`src/rtl/rx_cell_pkg.sv`:
```
package rx_cell_pkg;

   typedef enum logic [2:0] {
      OP_CAT  = 3'd0,
      OP_ALT  = 3'd1,
      OP_STAR = 3'd2,
      OP_PLUS = 3'd3,
      OP_OPT  = 3'd4,
      OP_REP  = 3'd5
   } op_e;

   typedef enum logic [1:0] {
      RK_EXACT   = 2'd0,
      RK_ATLEAST = 2'd1,
      RK_ATMOST  = 2'd2,
      RK_BETWEEN = 2'd3
   } rk_e;

   typedef struct packed {
      op_e  op;
      logic gs;
      logic ge;
      rk_e  rk;
   } cell_mode_t;

   localparam cell_mode_t MODE_RESET = '{op: OP_CAT, gs: 1'b0, ge: 1'b0, rk: RK_EXACT};

endpackage

```
`src/rtl/rx_cfg_hold.sv`:
```
module rx_cfg_hold
   import rx_cell_pkg::*;
#(
   parameter int CW = 8
) (
   input  logic             clk,
   input  logic             rst_n,
   input  logic             load,
   input  cell_mode_t       mode_i,
   input  logic [CW-1:0]    lo_i,
   input  logic [CW-1:0]    hi_i,
   output cell_mode_t       mode_q,
   output logic [CW-1:0]    lo_q,
   output logic [CW-1:0]    hi_q
);

   always_ff @(posedge clk or negedge rst_n) begin
      if (!rst_n) begin
         mode_q <= MODE_RESET;
         lo_q   <= '0;
         hi_q   <= '0;
      end else if (load) begin
         mode_q <= mode_i;
         lo_q   <= lo_i;
         hi_q   <= hi_i;
      end
   end

endmodule

```
`src/rtl/rx_rep_cnt.sv`:
```
module rx_rep_cnt #(
   parameter int CW = 8
) (
   input  logic          clk,
   input  logic          rst_n,
   input  logic          clr,
   input  logic          hit,
   input  logic          step,
   output logic [CW-1:0] cnt_nx,
   output logic [CW-1:0] cnt_q
);

   localparam logic [CW-1:0] CNT_TOP = {CW{1'b1}};

   always_comb begin
      if (!hit)
         cnt_nx = '0;
      else if (step)
         cnt_nx = (cnt_q == CNT_TOP) ? CNT_TOP : cnt_q + 1'b1;
      else
         cnt_nx = cnt_q;
   end

   always_ff @(posedge clk or negedge rst_n) begin
      if (!rst_n)
         cnt_q <= '0;
      else if (clr)
         cnt_q <= '0;
      else
         cnt_q <= cnt_nx;
   end

endmodule

```
`src/rtl/rx_rng_dec.sv`:
```
module rx_rng_dec
   import rx_cell_pkg::*;
#(
   parameter int CW = 8
) (
   input  rk_e           rk,
   input  logic [CW-1:0] cnt,
   input  logic [CW-1:0] lo,
   input  logic [CW-1:0] hi,
   output logic          in_rng,
   output logic          zero_ok
);

   logic ge_lo, le_hi, nz;

   always_comb begin
      ge_lo = (cnt >= lo);
      le_hi = (cnt <= hi);
      nz    = (cnt != '0);
      unique case (rk)
         RK_EXACT:   in_rng = (cnt == lo);
         RK_ATLEAST: in_rng = ge_lo && nz;
         RK_ATMOST:  in_rng = le_hi && nz;
         default:    in_rng = ge_lo && le_hi && nz;
      endcase
      zero_ok = (rk == RK_ATMOST) || ((rk != RK_EXACT) && (lo == '0));
   end

endmodule

```
`src/rtl/rx_elem_cell.sv`:
```
module rx_elem_cell
   import rx_cell_pkg::*;
#(
   parameter int CW      = 8,
   parameter bit HAS_REP = 1'b1
) (
   input  logic          clk,
   input  logic          rst_n,
   input  logic          idle_i,
   input  logic          hit_i,
   input  logic          pfx_i,
   input  logic          loop_i,
   input  logic          alt_i,
   input  logic [2:0]    cfg_op_i,
   input  logic          cfg_gs_i,
   input  logic          cfg_ge_i,
   input  logic [1:0]    cfg_rk_i,
   input  logic [CW-1:0] cfg_lo_i,
   input  logic [CW-1:0] cfg_hi_i,
   output logic          match_o,
   output logic          pfx_o,
   output logic          alt_o,
   output logic          loop_o
);

   initial begin
      assert (CW >= 2 && CW <= 16)
         else $error("rx_elem_cell: CW must lie in 2..16");
   end

   cell_mode_t    mode_in, mode_q;
   logic [CW-1:0] lo_q, hi_q;
   logic [CW-1:0] cnt_q, cnt_nx;
   logic          rng_ok, zero_ok;
   logic          self_en, en, step, match_d, match_q, bypass;

   assign mode_in = '{op: op_e'(cfg_op_i), gs: cfg_gs_i, ge: cfg_ge_i, rk: rk_e'(cfg_rk_i)};

   rx_cfg_hold #(.CW(CW)) u_cfg (
      .clk    (clk),
      .rst_n  (rst_n),
      .load   (idle_i),
      .mode_i (mode_in),
      .lo_i   (cfg_lo_i),
      .hi_i   (cfg_hi_i),
      .mode_q (mode_q),
      .lo_q   (lo_q),
      .hi_q   (hi_q)
   );

   generate
      if (HAS_REP) begin : g_rep
         logic rep_step;
         assign rep_step = step && (mode_q.op == OP_REP);
         rx_rep_cnt #(.CW(CW)) u_cnt (
            .clk    (clk),
            .rst_n  (rst_n),
            .clr    (idle_i),
            .hit    (hit_i),
            .step   (rep_step),
            .cnt_nx (cnt_nx),
            .cnt_q  (cnt_q)
         );
         rx_rng_dec #(.CW(CW)) u_rng (
            .rk      (mode_q.rk),
            .cnt     (cnt_nx),
            .lo      (lo_q),
            .hi      (hi_q),
            .in_rng  (rng_ok),
            .zero_ok (zero_ok)
         );
      end else begin : g_norep
         assign cnt_q   = '0;
         assign cnt_nx  = '0;
         assign rng_ok  = 1'b0;
         assign zero_ok = 1'b0;
      end
   endgenerate

   always_comb begin
      unique case (mode_q.op)
         OP_PLUS, OP_STAR: self_en = match_q;
         OP_REP:           self_en = (cnt_q != '0);
         default:          self_en = 1'b0;
      endcase
      en   = pfx_i || (mode_q.gs && loop_i) || self_en;
      step = hit_i && en;
      if (mode_q.op == OP_REP)
         match_d = step && rng_ok;
      else
         match_d = step;
      bypass = (mode_q.op == OP_STAR) || (mode_q.op == OP_OPT) ||
               ((mode_q.op == OP_REP) && zero_ok);
   end

   always_ff @(posedge clk or negedge rst_n) begin
      if (!rst_n)
         match_q <= 1'b0;
      else if (idle_i)
         match_q <= 1'b0;
      else
         match_q <= match_d;
   end

   assign match_o = match_q;
   assign alt_o   = (mode_q.op == OP_ALT) && match_q;
   assign pfx_o   = (mode_q.op == OP_ALT) ? pfx_i
                                          : (match_q || alt_i || (bypass && pfx_i));
   assign loop_o  = mode_q.ge ? match_q : (mode_q.gs ? 1'b0 : loop_i);

endmodule

```
`config.mk`:
```
export PLATFORM = sky130hd
export DESIGN_NAME = rx_elem_cell
export DESIGN_NICKNAME = d
export VERILOG_FILES = /design/src/rtl/rx_cell_pkg.sv /design/src/rtl/rx_cfg_hold.sv /design/src/rtl/rx_rep_cnt.sv /design/src/rtl/rx_rng_dec.sv /design/src/rtl/rx_elem_cell.sv
export SDC_FILE = /design/constraint.sdc
export NUM_CORES = 1
export LEC_CHECK = 0
export ABC_CLOCK_PERIOD_IN_PS = 10300
export BUFFER_PORTS_ARGS = -buffer_cell sky130_fd_sc_hd__buf_2
export CORE_MARGIN = 2
export CORE_UTILIZATION = 60
export CTS_CLUSTER_DIAMETER = 200
export DETAILED_ROUTE_END_ITERATION = 6
export GPL_TIMING_DRIVEN = 0
export HOLD_SLACK_MARGIN = 0.08
export PLACE_DENSITY = 0.84
export RECOVER_POWER = 25
export SLEW_MARGIN = 30
export SYNTH_ARGS = -nofsm -noshare
export SYNTH_HDL_FRONTEND = slang
export SYNTH_SLANG_ARGS = --single-unit
export TNS_END_PERCENT = 10
```
`constraint.sdc`:
```
create_clock -name clk -period 10.3 [get_ports clk]
set_input_delay 0 -clock clk [delete_from_list [all_inputs] [get_ports clk]]
set_output_delay 0 -clock clk [all_outputs]
set_load 0.05 [all_outputs]
```
==> results by group <==
Yosys
  • Sequential share of the synthesized area: 39.2%
  • Area contributors post-synth: dfrtp_1 39%, ha_1 12%, o21ai_0 5.6%, nand2_1 5.3%, inv_1 4.8%
  • #FFs+latches synth: 32
  • EDFF count, synth: 0
  • Mean Syn Cell Area: 8.85 um2
  • Most used flip-flop cell after synthesis: dfrtp_1
  • Yosys top cell area share: 39.2%
  • Synth warn: 0
  • Synth area leader: dfrtp_1
  • Synth cell count leaders: 32 x dfrtp_1, 29 x nand2_1, 26 x inv_1
  • Most numerous cell in the Yosys netlist: dfrtp_1
  • Synth Cell Area: 0.00204 mm2
  • Yosys cell types: 43
  • Mapped Cells: 231
  • Synthesized net count: 280
  • Synth async-reset ratio: 100%

Timing
  • Final Cycle Share: 36.2%
  • RSZ-0062 raised after global routing: false
  • Slew HR: -12.4%
  • Slew @ Worst Pin: 1.69 ns
  • Hold_ws: 0.182 ns
  • Finish-stage setup viols: 0
  • Setup TNS: 0 ns
  • Fin crit period: 3.73 ns
  • Final Hold Vio Count: 0
  • Clock skew: 0.00538 ns
  • Fmax: 268 MHz
  • Pins Over Slew Limit: 33

Floorplanning
  • Die H: 62.4 um
  • Overall die width: 62.4 um
  • Placement row count: 21
  • Die area: 0.00389 mm2
  • Core area: 0.00331 mm2
  • Starting Density: 61.7%
  • I/O pins: 34

Placed design
  • Placed inst area: 0.00227 mm2
  • Global placement routability congestion: 0.856
  • DP Wirelength: 3.46 mm
  • IO buf count: 33

Critical path
  • Data arrival, critical path: 3.95 ns
  • Endpoint class of the critical path: flip-flop
  • Worst stage delay on the critical path: 0.48 ns
  • Worst Path Buf+Inv: 2
  • Crit path max fanout: 5
  • Critical path, cell by cell: inv_1, ha_1, nor4b_4, nand2_1, o31ai_2, nand2_1, o311ai_1, inv_1, ha_1, nor2b_1, o2111ai_1, a21oi_1, o21ai_0, or4b_1, a22oi_1, mux2_1, o21ai_1
  • Worst path required time: 10.52 ns
  • Slowest-stage cell, CP: or4b_1
  • Critical Path Source Type: flip-flop
  • Crit path max-delay family: compound AO/OA/AOI/OAI gates
  • Critical path type: flip-flop to flip-flop

Clock tree
  • Root Buffer: clkbuf_4
  • Clk sinks: 32
  • Post-CTS setup repair buffer count: 0
  • H-tree depth: 2
  • Skew-Pair Late Insertion Delay: 0.33 ns
  • Clock Path Buffers: 2
  • Post-CTS Hold Buffers: 26
  • CTS clk-pin slew, worst paths: 0.09 ns
  • Total CTS buffers: 5
  • Resize count post-CTS: 0
  • CTS tree: yes

Run status
  • Outcome: complete, but fails checks
  • Failing checks: max-capacitance violations, max-slew violations

Finish
  • Share of cells above drive strength 1: 17.8%
  • Ant. Diodes: 0
  • Fin area: 0.00262 mm2
  • Filler cells: 233
  • Final #Nets: 346
  • Fin util: 79.1%
  • Area grow syn2layout: 28.2%

Route
  • DRC viols: 0
  • Met1 wire length: 2.17 mm
  • Number of detailed-route iterations in the first pass: 4
  • Routed WL per cell: 14.8 um
  • Top sig layer: met4
  • Vias: 1951
  • Antenna Nets Post-Route: 0
  • Total wire length: 5.08 mm
  • Via density: 5.67
  • Metal3 WL: 195 um
  • DR iter-0 viols: 112
  • Metal2 WL: 2.60 mm

Global routing
  • Grt total ovfl: 0
  • Initial antenna violation count: 0
  • Pin count of the biggest net entering global routing: 33
  • Vias in the first global route: 1975
  • First-pass GRT wire length: 8.66 mm
  • Global-route usage over all layers: 28.7%

Power
  • IR Drop Worst-Case VDD: 0.0987 mV
  • Overall power: 0.311 mW
  • Leakage: 1.27 nW
  • Power Dens Cells: 119 mW/mm2

Run
  • MaxCap Viol Count: 1

Hold path
  • Worst min-delay path class: primary input to flip-flop
==> flip-flops by register name, indices dropped and copies added, names as in the netlist <==
register           flops
u_cfg.lo_q             8
g_rep.u_cnt.cnt_q      8
u_cfg.hi_q             8
u_cfg.mode_q           7
match_o                1
==> cell usage in the layout (no fill, tap or decap), drive strengths merged, types with 2 or more instances in the layout <==
cell,instances
a211oi,2
a21oi,8
and3,3
buf,32
clkbuf,14
dfrtp,32
dlygate4sd3,26
ha,19
inv,26
mux2,9
nand2,29
nand2b,3
nand3,8
nand3b,3
nand4,3
nor2,17
nor2b,3
nor3,6
nor4,3
nor4b,2
o211ai,3
o21ai,25
or2,3
xnor2,2
==> final cells by class <==
| cell class | count | area (um2) | area share [%] |
|---|---|---|---|
| Buffer | 6 | 22.5 | 0.860 |
| Clock buffer | 7 | 65.1 | 2.48 |
| Clock inverter | 1 | 30.0 | 1.15 |
| Inverter | 26 | 97.6 | 3.72 |
| Multi-Input combinational cell | 167 | 1120 | 42.8 |
| Sequential cell | 32 | 801 | 30.6 |
| Tap cell | 46 | 57.6 | 2.20 |
| Timing Repair Buffer | 59 | 424 | 16.2 |
==> path summary, 6_finish.rpt <==
| check | startpoint | end | slack (ns) | depth (start not counted) |
|---|---|---|---|---|
| setup / recovery | g_rep.u_cnt.cnt_q[0] | match_o | 6.57 | 17 |
| hold / removal | pfx_i | g_rep.u_cnt.cnt_q[2] | 0.18 | 5 |
| setup reg to reg | g_rep.u_cnt.cnt_q[0] | match_o | 6.57 | 17 |
| hold reg to reg | u_cfg.hi_q[3] | u_cfg.hi_q[3] | 0.54 | 2 |
| max in group asynchronous | rst_n | u_cfg.hi_q[3] | 8.68 | 2 |
| min in group asynchronous | rst_n | u_cfg.mode_q[4] | 0.64 | 2 |
==> where the power goes <==
part / internal (mW) / switching (mW) / leakage, nW
logic: 0.0281 / 0.0347 / 0.820
clock network: 0.0644 / 0.0417 / 0.0515
registers: 0.134 / 0.00717 / 0.401
total: 0.227 / 0.0836 / 1.27
==> stage by stage <==
| stage | setup WS, ns | std cells |
|---|---|---|
| after floorplan | 7.08 | 231 |
| after global placement | 6.72 | 310 |
| after detailed placement | 6.65 | 310 |
| after CTS | 6.62 | 344 |
| after global routing | 6.28 | 344 |
| final | 6.57 | 344 |
==> metal layers <==
layer / track usage (%) / vias to the layer above
met5: 0 / -
met4: 12.8 / 0
met3: 6.52 / 12
met2: 50.4 / 58
met1: 33.7 / 939
li1: - / 942
==> cells by family after synthesis <==
logic type | count (synthesis) | share of synthesized area (%)
multiplexers | 9 | 4.96
XOR/XNOR | 2 | 0.857
AO/OA/AOI/OAI | 51 | 16.0
buffers and inverters | 32 | 5.88
flip-flops | 32 | 39.2
adder cells (fa/ha/maj) | 19 | 11.6
AND/OR/NAND/NOR | 86 | 21.4
==> worst min-delay path, delay by kind of cell <==
kind | cells | cell delay (ns)
and+or+nand+nor | 2 | 0.21
AOI/OAI and AO/OA | 2 | 0.17
buffers and inverters | 1 | 0.10
No activity file was read; power rests on OpenSTA's default activity.
